File: config.mk
export PLATFORM = sky130hd
export DESIGN_NAME = pfws_top
export DESIGN_NICKNAME = d
export VERILOG_FILES = /design/src/rtl/pfws_pkg.sv /design/src/rtl/pfws_sync.sv /design/src/rtl/pfws_holdoff.sv /design/src/rtl/pfws_src_sel.sv /design/src/rtl/pfws_top.sv
export SDC_FILE = /design/constraint.sdc
export NUM_CORES = 1
export LEC_CHECK = 0
export BUFFER_PORTS_ARGS = -buffer_cell sky130_fd_sc_hd__clkbuf_2
export CAP_MARGIN = 40
export CORE_MARGIN = 8
export CORE_UTILIZATION = 54
export CTS_BUF_LIST = sky130_fd_sc_hd__clkbuf_4
export DETAILED_ROUTE_END_ITERATION = 8
export GPL_TIMING_DRIVEN = 0
export PLACE_DENSITY_LB_ADDON = 0.08
export SLEW_MARGIN = 0
export SYNTH_ARGS = -nofsm -noshare
export SYNTH_HDL_FRONTEND = slang
export SYNTH_SLANG_ARGS = --single-unit
File: constraint.sdc
create_clock -name clk -period 1.9 [get_ports clk]
set_input_delay 0.38 -clock clk [delete_from_list [all_inputs] [get_ports clk]]
set_output_delay 0.38 -clock clk [all_outputs]
set_load 0.02 [all_outputs]
File: src/rtl/pfws_pkg.sv
package pfws_pkg;

    typedef enum logic [1:0] {
        ST_LOCK = 2'd0,
        ST_HOLD = 2'd1,
        ST_OPEN = 2'd2
    } guard_st_e;

endpackage

File: src/rtl/pfws_sync.sv
module pfws_sync #(
    parameter int WIDTH  = 2,
    parameter int STAGES = 2
) (
    input  logic             clk,
    input  logic             rst_n,
    input  logic [WIDTH-1:0] async_i,
    output logic [WIDTH-1:0] sync_o
);

    localparam int LAST = STAGES - 1;

    for (genvar b = 0; b < WIDTH; b++) begin : g_bit
        logic [STAGES-1:0] chain_d;
        logic [STAGES-1:0] chain_q;

        always_comb begin
            chain_d = {chain_q[STAGES-2:0], async_i[b]};
        end

        always_ff @(posedge clk or negedge rst_n) begin
            if (!rst_n) begin
                chain_q <= '0;
            end else begin
                chain_q <= chain_d;
            end
        end

        assign sync_o[b] = chain_q[LAST];
    end

endmodule

File: src/rtl/pfws_holdoff.sv
module pfws_holdoff
    import pfws_pkg::*;
#(
    parameter int HOLD_W = 16
) (
    input  logic              clk,
    input  logic              rst_n,
    input  logic              fail_i,
    input  logic [HOLD_W-1:0] hold_len_i,
    output logic              locked_o
);

    typedef struct packed {
        guard_st_e         st;
        logic [HOLD_W-1:0] cnt;
    } hold_t;

    hold_t r_d;
    hold_t r_q;
    logic  cnt_done;

    // A zero length is treated as one cycle of hold-off.
    assign cnt_done = (hold_len_i == '0) || (r_q.cnt >= hold_len_i - HOLD_W'(1));

    always_comb begin
        r_d = r_q;
        if (fail_i) begin
            r_d.st  = ST_LOCK;
            r_d.cnt = '0;
        end else begin
            unique case (r_q.st)
                ST_LOCK: begin
                    r_d.st  = ST_HOLD;
                    r_d.cnt = '0;
                end
                ST_HOLD: begin
                    if (cnt_done) begin
                        r_d.st  = ST_OPEN;
                        r_d.cnt = '0;
                    end else begin
                        r_d.cnt = r_q.cnt + HOLD_W'(1);
                    end
                end
                ST_OPEN: begin
                    r_d.st = ST_OPEN;
                end
                default: begin
                    r_d.st  = ST_LOCK;
                    r_d.cnt = '0;
                end
            endcase
        end
    end

    // Reset behaves as a power-up: start a full hold-off window.
    always_ff @(posedge clk or negedge rst_n) begin
        if (!rst_n) begin
            r_q.st  <= ST_HOLD;
            r_q.cnt <= '0;
        end else begin
            r_q <= r_d;
        end
    end

    assign locked_o = (r_q.st != ST_OPEN);

    AST_FAIL_RESTARTS: assert property (@(posedge clk) disable iff (!rst_n)
        fail_i |=> (r_q.st == ST_LOCK && r_q.cnt == '0));

    AST_OPEN_AFTER_HOLD: assert property (@(posedge clk) disable iff (!rst_n)
        $rose(r_q.st == ST_OPEN) |-> ($past(r_q.st) == ST_HOLD && !$past(fail_i)));

    AST_OPEN_STAYS: assert property (@(posedge clk) disable iff (!rst_n)
        (r_q.st == ST_OPEN && !fail_i) |=> (r_q.st == ST_OPEN));

    AST_CNT_BOUND: assert property (@(posedge clk) disable iff (!rst_n)
        (r_q.st == ST_HOLD && hold_len_i != '0) |-> (r_q.cnt < hold_len_i));

endmodule

File: src/rtl/pfws_src_sel.sv
module pfws_src_sel (
    input  logic clk,
    input  logic rst_n,
    input  logic crit_i,
    output logic on_backup_o
);

    logic bk_d;
    logic bk_q;

    always_comb begin
        bk_d = crit_i;
    end

    always_ff @(posedge clk or negedge rst_n) begin
        if (!rst_n) begin
            bk_q <= 1'b0;
        end else begin
            bk_q <= bk_d;
        end
    end

    assign on_backup_o = bk_q;

endmodule

File: src/rtl/pfws_top.sv
module pfws_top #(
    parameter int HOLD_W      = 16,
    parameter int SYNC_STAGES = 2
) (
    input  logic              clk,
    input  logic              rst_n,
    input  logic              supply_warn_i,
    input  logic              supply_crit_i,
    input  logic [HOLD_W-1:0] hold_len_i,
    output logic              wr_lock_o,
    output logic              wr_ok_o,
    output logic              on_backup_o
);

    localparam int FLAG_N = 2;

    logic [FLAG_N-1:0] flags_s;
    logic              warn_s;
    logic              crit_s;
    logic              fail_s;
    logic              held;

    pfws_sync #(
        .WIDTH  (FLAG_N),
        .STAGES (SYNC_STAGES)
    ) u_sync (
        .clk     (clk),
        .rst_n   (rst_n),
        .async_i ({supply_crit_i, supply_warn_i}),
        .sync_o  (flags_s)
    );

    assign warn_s = flags_s[0];
    assign crit_s = flags_s[1];
    // A drop under the lower level also counts as a power failure.
    assign fail_s = warn_s | crit_s;

    pfws_holdoff #(
        .HOLD_W (HOLD_W)
    ) u_holdoff (
        .clk        (clk),
        .rst_n      (rst_n),
        .fail_i     (fail_s),
        .hold_len_i (hold_len_i),
        .locked_o   (held)
    );

    pfws_src_sel u_src (
        .clk         (clk),
        .rst_n       (rst_n),
        .crit_i      (crit_s),
        .on_backup_o (on_backup_o)
    );

    // Lock combinationally from the synchronised flag to save a cycle.
    assign wr_lock_o = ~rst_n | fail_s | held;
    assign wr_ok_o   = ~wr_lock_o;

    AST_BACKUP_LOCKS: assert property (@(posedge clk) disable iff (!rst_n)
        on_backup_o |-> wr_lock_o);

    AST_FAIL_LOCKS_NEXT: assert property (@(posedge clk) disable iff (!rst_n)
        fail_s |=> wr_lock_o);

endmodule

After elaboration in Yosys (flattened, before gate mapping)
Index checks and enable logic that the tools add are counted.

Bits in registers: 23.

$add $sub $neg: 2. Order comparisons: 1. Eq/ne operators: 5. Mux-type cells: 5. Bitwise logic cells: 5. Reductions and logical operators: 3.

Operators by type and width (count): one-hot mux 16 bit (2 select lines) (1); 2-to-1 mux 18 bit (1); adder 16 x 1 -> 16 bit, second input constant (1); >= comparator 16 bit (1); zero test 16 bit (1); 2-to-1 mux 16 bit (1); subtractor 16 x 1 -> 16 bit, second input constant (1); one-hot mux 2 bit (3 select lines) (1); inequality test 2 bit, second input constant (2); inequality test 3 x 2 -> 1 bit, second input constant (1); OR 1 bit (3); equality test 2 x 1 -> 1 bit, second input constant (1); equality test 2 bit, second input constant (1); zero test 2 bit (1); 2-to-1 mux 2 bit (1); NOT 1 bit (2); logical OR 1 bit (1).

Logic depth before layout (Yosys ltp)
Gate-level depths: netlist (run 1).

Depth after elaboration: 6. Depth in mapped cells: 12. Depth with buffers taken out: 11.

Cells and area by module
A second synthesis (run 1) with hierarchy kept.

Cell total of the unflattened synthesis: 197. Area, all modules: 1844.3 um^2.

By module, submodules not included: pfws_holdoff (instances 1, cells each 187, area an instance 1679.1 um^2, seq. area each 451.7 um^2); pfws_sync (instances 1, cells each 6, area an instance 115.1 um^2, seq. area each 100.1 um^2); pfws_src_sel (instances 1, cells each 1, area an instance 25.0 um^2, seq. area each 25.0 um^2); pfws_top (instances 1, cells each 3, area an instance 25.0 um^2, seq. area each 0.0 um^2).

Least setup slack after synthesis (run 1)
Ideal clock, no wire load.

Kind: input -> register. From: input hold_len_i[3]. To: register u_holdoff.r_q[10] in the netlist's numbering. Library setup time: 0.077 ns. Arrival time: 2.726 ns. Required time: 1.823 ns. Path slack: -0.903 ns. Stages on the path: 11. Buffers on the path: 1. Cell sequence: nor3_1 nand3_1 nor4b_1 xnor2_1 ha_1 and4_1 and3_1 a211oi_2 nand3_4 buf_6 a21oi_1.

Word-level cells in the longest chain between the ends: 6. Elaborated cells on any way between the ends: 7.

RTL lines: from (decl) (RTL line pfws_top.sv:9) `input logic [HOLD_W-1:0] hold_len_i,`; subtractor 16 x 1 -> 16 bit (RTL line pfws_holdoff.sv:23) `assign cnt_done = (hold_len_i == '0) || (r_q.cnt >= hold_len_i - HOLD_W'(1));`; >= comparator 16 bit (RTL line pfws_holdoff.sv:23); logical OR 1 bit * (RTL line pfws_holdoff.sv:23); 2-to-1 mux 16 bit * (RTL line pfws_holdoff.sv:37) `if (cnt_done) begin`; one-hot mux 16 bit (2 select lines) * (RTL line pfws_holdoff.sv:31) `unique case (r_q.st)`; 2-to-1 mux 18 bit * (RTL line pfws_holdoff.sv:27) `if (fail_i) begin`; to (signal assigned) (RTL line pfws_holdoff.sv:61) `r_q <= r_d;`; to (decl) (RTL line pfws_holdoff.sv:19) `hold_t r_q;`.

Every way passes the cells marked *; elsewhere a longest branch is shown, timed or not. A chain may end at the register's enable or synchronous reset.

Final worst setup path (run 1)
From: input hold_len_i[4]. To: register u_holdoff.r_q[8] in the netlist's numbering.

Same word-level chain as after synthesis.

==> results.txt, run 1 <==
status: finished with violations
failing checks: negative setup slack
Critical Path RT: 2160 ps
Starting DRT DRC Count: 101
yosys warns: 0
Via density: 5.593
Synth top area share: 0.3161
share of cells above drive strength 1: 0.3203
Max Buffers Root-to-Sink: 2
routed wire length: 4.206 mm
worst setup margin: -671.5 ps
fin cells: 275
die span in x: 72.79 um
core area: 3053 um^2
combinational power share: 0.186
placed cells: 260
n_diodes: 0
RSZ-0062 raised after global routing: yes
# hold bufs at CTS: 0
vias in the first global route: 1526
sw power: 0.2498 mW
Die Ht: 72.79 um
Syn Inst Count: 194
I/O Buffers: 22
final hold viol count: 0
CP Data Arrival Time: 2830 ps
Slew @ Worst Pin: 713.9 ps
I/O Pins: 23
kind of critical path: in -> reg
Final HPWL DP: 3.145 mm
vias: 1538
Placer Congestion: 0.8050
Syn-to-layout area delta: 30.39%
Switching Share: 0.2696
Area contributors post-synth: dfrtp_1, ha_1, xnor2_1
TritonCTS clock tree: built
sequential area share after synthesis: 0.3312
fin. max-slew vios: 0
pin count of the biggest net entering global routing: 25
leading cell types in the layout, fill and taps excluded: dfrtp_1, nand2_1, ha_1
Tcrit/Tclk final: 1.353
drt pass-1 iters: 4
P per Cell Area: 408.0 nW/um^2
nets: 273
Final ANT Viol Nets: 0
DRC: 0
Clock Root Buffer: clkbuf_4
critical path endpoint category: flip-flop
Initial Utilization: 0.5705
routed len/inst: 15.29 um
Hold Path Class: in -> async
Synth area leader: dfrtp_1
most common cell after layout, fill and taps aside: dfrtp_1
setup violators final: 18
Lkg Pwr: 0.9524 nW
clk_lat worst skew: 320 ps
first-pass GRT wire length: 6.969 mm
H-tree depth: 1
Unique masters post-synth: 38
Layout Skew: 9.031 ps
Total GRT Usage: 0.1660
Max Freq: 388.9 MHz
Mapped Avg Cell Area: 8.978 um^2
Pint: 0.6768 mW
synthesized area: 1742 um^2
initial antenna violation count: 0
maximum vdd ir drop: 313.9 uV
Sequential Power Share: 0.546
Startpoint Class: input port
CP Max Fanout: 7
clock share of power: 0.268
TritonCTS buffer count: 3
Synth Net Count: 235
Post-Place Worst Slack: -1204 ps
FF+latch count, synth: 23
max cap viols: 0
row count: 20
clock sinks: 23
grt total ovfl: 0
Min Clock Period, post-route: 2571 ps
clock transition at the registers of the reported paths: 130 ps
Slew headroom: 0.5241
Die Area: 5298 um^2
-- synth_stat cells --
| cell | n |
|---|---|
| a41oi_1 | 3 |
| or4b_1 | 1 |
| buf_2 | 1 |
| o2111ai_1 | 1 |
| and2_1 | 1 |
| o21ai_0 | 4 |
| and4b_1 | 1 |
| or3b_2 | 1 |
| xor2_1 | 10 |
| a22o_1 | 1 |
| nand2b_1 | 1 |
| a21o_1 | 1 |
| xnor2_1 | 14 |
| nand3_1 | 10 |
| o211ai_1 | 1 |
| inv_1 | 12 |
| and3_1 | 6 |
| a31oi_1 | 1 |
| nor4_1 | 2 |
| nor4b_1 | 1 |
| o21ai_2 | 1 |
| nor2_1 | 13 |
| buf_6 | 1 |
| a21oi_1 | 15 |
| and4_1 | 2 |
| or3_1 | 2 |
| nand3_4 | 1 |
| nor2b_1 | 2 |
| dfrtp_1 | 22 |
| dfstp_2 | 1 |
| clkbuf_1 | 2 |
| nor3_1 | 8 |
| o22ai_1 | 3 |
| mux2i_1 | 3 |
| a211oi_2 | 1 |
| nand4_1 | 3 |
| nand2_1 | 20 |
| ha_1 | 21 |
-- critical path, cell delays in order --
cell and delay [ps]:
buf_8 100, nor3_4 250, nand3_4 130, or3_1 330, xor2_1 150, ha_1 290, and3_4 160, and3_4 190
a211oi_4 310, nand3_4 190, buf_6 200, a21oi_2 130
-- metrics by stage --
stage                 util  setup TNS (ps)  hold slack, ps  cell area (um^2)  power [mW]
global route        0.7439          -13660           88.06              2271      0.9683
finish              0.7439          -11280           52.02              2271      0.9266
detailed placement  0.6488          -20330           343.4              1981      0.6551
floorplan                -          -12200           84.41              1815      0.5894
CTS                 0.7197          -11230           62.15              2197      0.9148
global placement    0.6488          -18720           331.5              1981      0.6439
-- repair_timing --
action | CTS | global route
gates resized for setup | 34 | 17
cloned | 1 | 0
buffers inserted | 8 | 3
endpoints found under the setup margin | 20 | 20
pin swaps | 20 | 2
-- power by group through the flow --
stage	Combinational, mW	Clock, mW	Sequential (mW)
global placement	0.132	0	0.512
finish	0.173	0.248	0.506
detailed placement	0.142	0	0.513
floorplan	0.0761	0	0.513
global route	0.192	0.269	0.507
CTS	0.163	0.248	0.504
-- cell type report --
| class | count | area, um^2 |
|---|---|---|
| multi-input cells | 155 | 1274 |
| plain buffers | 3 | 20.02 |
| well taps | 44 | 55.05 |
| clock buffers | 4 | 30.03 |
| inverters | 12 | 47.55 |
| flip-flops and latches | 23 | 576.8 |
| repair buffers | 34 | 267.8 |
| fillers | 228 | 782.0 |
-- registers in the layout, summed over array words and instances, names as in the netlist --
register / count
u_sync.g_bit.chain_q: 4
u_src.on_backup_o: 1
u_holdoff.r_q: 18
-- logic make-up (layout without fill, tap and decap cells) --
kind of cell    after synthesis  in the layout  share of synthesized area
simple gates                 75             75                     0.2256
compound gates               32             32                     0.1150
xor+xnor                     24             24                     0.1207
flops                        23             23                     0.3312
fa+ha+maj                    21             21                     0.1509
buf+inv                      16             53                    0.03951
mux                           3              3                    0.01724
-- layer usage --
metal  global-route usage  up-vias  part of all wire
met5                    0        -                 0
met4              0.03778        0             0.010
met3              0.03571        7             0.026
met2               0.3022       25              0.54
met1               0.1907      743              0.42
li1                     -      763                 -
-- path summary, 6_finish.rpt --
| path | start | to | slack (ps) | cells after the start |
|---|---|---|---|---|
| worst max-delay path | hold_len_i[4] | u_holdoff.r_q[8] | -670 | 12 |
| worst min-delay path | rst_n | u_holdoff.r_q[9] | 50 | 1 |
| worst max register to register | u_holdoff.r_q[2] | u_holdoff.r_q[8] | -200 | 7 |
| worst min register to register | u_sync.g_bit[0].chain_q[0] | u_sync.g_bit[0].chain_q[1] | 370 | 0 |
| max in group asynchronous | rst_n | u_holdoff.r_q[4] | 1430 | 1 |
| min in group clk | supply_crit_i | u_sync.g_bit[1].chain_q[0] | 160 | 1 |
(Power assumes the default switching activity.)
==> run 2, diff against run 1 <==
--- a/constraint.sdc
+++ b/constraint.sdc
@@ -3,2 +3,2 @@
 set_output_delay 0.38 -clock clk [all_outputs]
-set_load 0.02 [all_outputs]
+set_load 0.005 [all_outputs]
==> results.txt, run 2 (synthesis gave the netlist of run 1 again) <==
Initial Utilization: 0.5705
maximum vdd ir drop: 311.2 uV
Syn-to-layout area delta: 28.59%
row count: 20
DRC: 0
drt pass-1 iters: 4
Min Clock Period, post-route: 2568 ps
routed wire length: 4.246 mm
die span in x: 72.79 um
hold slack: 49.96 ps
failing checks: negative setup slack
Total GRT Usage: 0.1660
Clock Root Buffer: clkbuf_4
Final HPWL DP: 3.145 mm
share of cells above drive strength 1: 0.3130
setup violators final: 18
Die Area: 5298 um^2
leading cell types in the layout, fill and taps excluded: dfrtp_1, nand2_1, ha_1
core area: 3053 um^2
vias in the first global route: 1524
RSZ-0062 raised after global routing: yes
Max Buffers Root-to-Sink: 2
P per Cell Area: 411.0 nW/um^2
Lkg Pwr: 0.9368 nW
Layout Skew: 10.82 ps
Tcrit/Tclk final: 1.352
status: finished with violations
most common cell after layout, fill and taps aside: dfrtp_1
H-tree depth: 1
Via density: 5.584
Starting DRT DRC Count: 100
kind of critical path: in -> reg
final hold viol count: 0
Critical Path RT: 2160 ps
TritonCTS buffer count: 3
CP Max Fanout: 7
initial antenna violation count: 0
pin count of the biggest net entering global routing: 25
Startpoint Class: input port
clock sinks: 23
n_diodes: 0
CP Data Arrival Time: 2830 ps
clock transition at the registers of the reported paths: 130 ps
first-pass GRT wire length: 6.975 mm
Slew headroom: 0.5255
vias: 1530
I/O Pins: 23
I/O Buffers: 22
grt total ovfl: 0
Biggest register: u_holdoff.r_q
Post-Place Worst Slack: -1204 ps
# hold bufs at CTS: 0
post-route cell area: 2240 um^2
Final ANT Viol Nets: 0
routed len/inst: 15.50 um
max cap viols: 0
Slew @ Worst Pin: 711.8 ps
max FFs per register: 18
fin. max-slew vios: 0
clk_lat worst skew: 320 ps
Hold Path Class: in -> async
Die Ht: 72.79 um
Max Freq: 389.4 MHz
Placer Congestion: 0.8050
TritonCTS clock tree: built
nets: 272
critical path endpoint category: flip-flop
R2R depth: 7
worst setup margin: -667.9 ps
Post-DP Area: 1981 um^2
## run 2: cell types whose count changed in the layout (fill, tap and decap cells not counted), sizes merged
cell,delta
clkbuf,+2
buf,-3
## run 2: path summary, 6_finish.rpt
kind | start | endpoint | slack (ps)
max | hold_len_i[4] | u_holdoff.r_q[8] | -670
min | rst_n | u_holdoff.r_q[9] | 50
max reg2reg | u_holdoff.r_q[2] | u_holdoff.r_q[8] | -200
min reg2reg | u_sync.g_bit[0].chain_q[0] | u_sync.g_bit[0].chain_q[1] | 370
max in group asynchronous | rst_n | u_holdoff.r_q[4] | 1440
min in group clk | supply_crit_i | u_sync.g_bit[1].chain_q[0] | 160
## run 2: repair_timing
| item | 4_1_cts | 5_1_grt |
|---|---|---|
| setup endpoints to repair | 20 | 20 |
| gates resized for setup | 29 | 13 |
| pin swaps | 20 | 1 |
| setup buffers | 8 | 2 |
| gates cloned | 1 | 0 |
## run 2: area by class of cell
type / count / area (um^2)
Clock buffer: 4 / 30.03
Buffer: 3 / 20.02
Fill cell: 233 / 813.3
Tap cell: 44 / 55.05
Timing Repair Buffer: 33 / 244.0
Sequential cell: 23 / 576.8
Multi-Input combinational cell: 155 / 1269
Inverter: 12 / 45.04
## run 2: power breakdown
group	internal [mW]	switching [mW]
combinational	0.0782	0.0894
clock	0.0965	0.151
sequential	0.499	0.00591
## run 2: routing by layer
layer,part of all wire,routed length [um],GRT usage
met3,0.024,103,0.03571
met1,0.43,1818,0.1899
met5,0,0,0
met2,0.54,2294,0.3032
met4,0.0068,29,0.03778
## run 2: worst max-delay path, stage by stage
cell	delay, ps
buf_8	100
nor3_4	260
nand3_4	130
or3_1	330
xor2_1	150
ha_1	290
and3_4	160
and3_4	190
a211oi_4	310
nand3_4	190
buf_6	200
a21oi_2	130
## run 2: stage by stage
step | instances | TNS [ps] | total power, mW | utilization
2_1_floorplan | 194 | -12200 | 0.5878 | -
3_3_place_gp | 260 | -18720 | 0.6423 | 0.6488
3_5_place_dp | 260 | -20330 | 0.6534 | 0.6488
4_1_cts | 272 | -11230 | 0.9122 | 0.7160
5_1_grt | 274 | -13650 | 0.9620 | 0.7336
6_report | 274 | -11280 | 0.9205 | 0.7336
==> run 3, diff against run 2 <==
- ABC_AREA: unset -> 1
- CORE_UTILIZATION: 54 -> 55
==> results.txt, run 3 <==
placed cells: 321
post-route cell area: 2596 um^2
FF+latch count, synth: 23
I/O Buffers: 22
critical path endpoint category: flip-flop
Final HPWL DP: 2.922 mm
Worst Path Buf+Inv: 4
Critical Path RT: 2150 ps
Die Ht: 75.17 um
final hold viol count: 0
clock transition at the registers of the reported paths: 130 ps
routed len/inst: 13.34 um
Post-synth top flop: dfrtp_1
reg2reg end: u_holdoff.r_q[11]
most frequent cells after synthesis: nand2_1, inv_1, nor2_1
R2R Setup Slk: -30 ps
CP startpoint: hold_len_i[4]
Layout Skew: 3.482 ps
synthesized area: 1926 um^2
CP Data Arrival Time: 2620 ps
Worst R2R Start: u_holdoff.r_q[16]
Post-Place Worst Slack: -934.6 ps
vias in the first global route: 1687
max cap viols: 0
Mapped Avg Cell Area: 7.611 um^2
critical path cell sequence: buf_4 -> nor2_4 -> nand2_2 -> nor2_4 -> nand3_2 -> nor3_4 -> nand2_1 -> xor2_1 -> ha_1 -> nand4_1 -> nand4_1 -> nor2_2 -> o21ai_2 -> inv_2 -> buf_6 -> buf_6 -> nand2_4 -> a21oi_2
Placer Congestion: 0.8651
failing checks: negative setup slack
Max Buffers Root-to-Sink: 2
pin count of the biggest net entering global routing: 25
Unique masters post-synth: 29
max FFs per register: 18
Die Area: 5651 um^2
clk_lat worst skew: 310 ps
Hold Path Class: in -> async
Area contributors post-synth: dfrtp_1, ha_1, nand2_1
P per Cell Area: 360.1 nW/um^2
worst setup margin: -476.2 ps
Register Area: 576.8 um^2
Slew @ Worst Pin: 602.0 ps
DRC: 0
clock sinks: 23
yosys warns: 0
TritonCTS buffer count: 3
Via density: 5.034
Critical Path Max Stage Delay: 290 ps
Final Util: 0.7719
Slew headroom: 0.5986
drt pass-1 iters: 4
vias: 1757
RSZ-0062 raised after global routing: yes
kind of critical path: in -> reg
Synth area leader: dfrtp_1
grt total ovfl: 0
Lkg Pwr: 1.242 nW
n_diodes: 0
Min Clock Period, post-route: 2376 ps
Multi-input gate area: 1356 um^2
Post-DP Area: 2163 um^2
maximum vdd ir drop: 392.5 uV
Filler cells: 252
Clock Root Buffer: clkbuf_4
leading cell types in the layout, fill and taps excluded: nand2_1, inv_1, dfrtp_1
H-tree depth: 1
share of cells above drive strength 1: 0.3696
sequential area share after synthesis: 0.2995
Tcrit/Tclk final: 1.251
initial antenna violation count: 0
Initial Utilization: 0.5725
Startpoint Class: input port
CP Max Fanout: 4
Post-synth EDFFs: 0
total power: 0.9348 mW
Syn Inst Count: 253
slowest CP cell: ha_1
count leader, synth: nand2_1
Final ANT Viol Nets: 0
TritonCTS clock tree: built
first-pass GRT wire length: 7.507 mm
R2R depth: 6
Total GRT Usage: 0.1690
die span in x: 75.17 um
Synth Net Count: 294
fin. max-slew vios: 0
nets: 345
Synth top area share: 0.2859
fin cells: 349
core area: 3363 um^2
Max Freq: 420.8 MHz
Syn-to-layout area delta: 34.83%
setup violators final: 18
most common cell after layout, fill and taps aside: nand2_1
Biggest register: u_holdoff.r_q
asr flop ratio synth: 1.000
row count: 21
I/O Pins: 23
Starting DRT DRC Count: 82
routed wire length: 4.654 mm
status: finished with violations
cell family with most CP delay: simple AND/OR/NAND/NOR gates
==> run 3: worst max path at each step <==
| stage | end | slack [ps] | depth (start not counted) |
|---|---|---|---|
| final | u_holdoff.r_q[8] | -480 | 18 |
| after global routing | u_holdoff.r_q[16] | -640 | 21 |
| after CTS | u_holdoff.r_q[7] | -420 | 21 |
| after detailed placement | u_holdoff.r_q[11] | -930 | 20 |
| after global placement | u_holdoff.r_q[2] | -910 | 20 |
| after floorplan | u_holdoff.r_q[2] | -470 | 19 |
==> run 3: through the flow <==
stage	hold slack, ps	TNS, ps
after floorplan	84.41	-7592
after global placement	332.3	-15400
after detailed placement	334.7	-15740
after CTS	54.18	-7522
after global routing	103.5	-10840
final	52.27	-8146
==> run 3: where the power goes <==
group	switching, mW	internal [mW]	leakage (nW)
Sequential	0.00512	0.499	0.306
Clock	0.146	0.0786	0.0177
Combinational	0.114	0.0914	0.919
==> run 3: cell type report <==
type	count	area share
inverters	42	0.07470
flip-flops and latches	23	0.2222
clock buffers	3	0.008675
clock inverters	1	0.001928
multi-input cells	186	0.5224
well taps	46	0.02217
plain buffers	3	0.01108
repair buffers	45	0.1369
==> run 3: cell families (layout without fill, tap and decap cells) <==
logic type               count (synthesis)  in the layout  synth area share
AO/OA/AOI/OAI                           26             26           0.09031
XOR/XNOR                                22             22            0.1001
adder cells (fa/ha/maj)                 21             21            0.1365
buffers and inverters                   45             94           0.09681
flip-flops                              23             23            0.2995
AND/OR/NAND/NOR                        116            117            0.2768
==> run 3: metal layers <==
metal / vias to the layer above / share of wire / GRT usage
met5: - / 0 / 0
met4: 0 / 0.020 / 0.04478
met3: 12 / 0.037 / 0.01332
met2: 35 / 0.48 / 0.2889
met1: 809 / 0.46 / 0.2216
li1: 901 / - / -
==> run 3: timing repair <==
action	in CTS	in global routing
cloned	2	0
setup endpoints to repair	20	20
resized for setup	21	36
hold buffers	0	0
pin swaps	16	15
setup buffers	12	10
==> run 3: worst register-to-register path, stage by stage, from the launching register on <==
cell	delay [ps]
dfstp_2	570
inv_2	50
ha_4	160
nand2_4	90
clkbuf_1	420
buf_2	430
a21oi_2	100
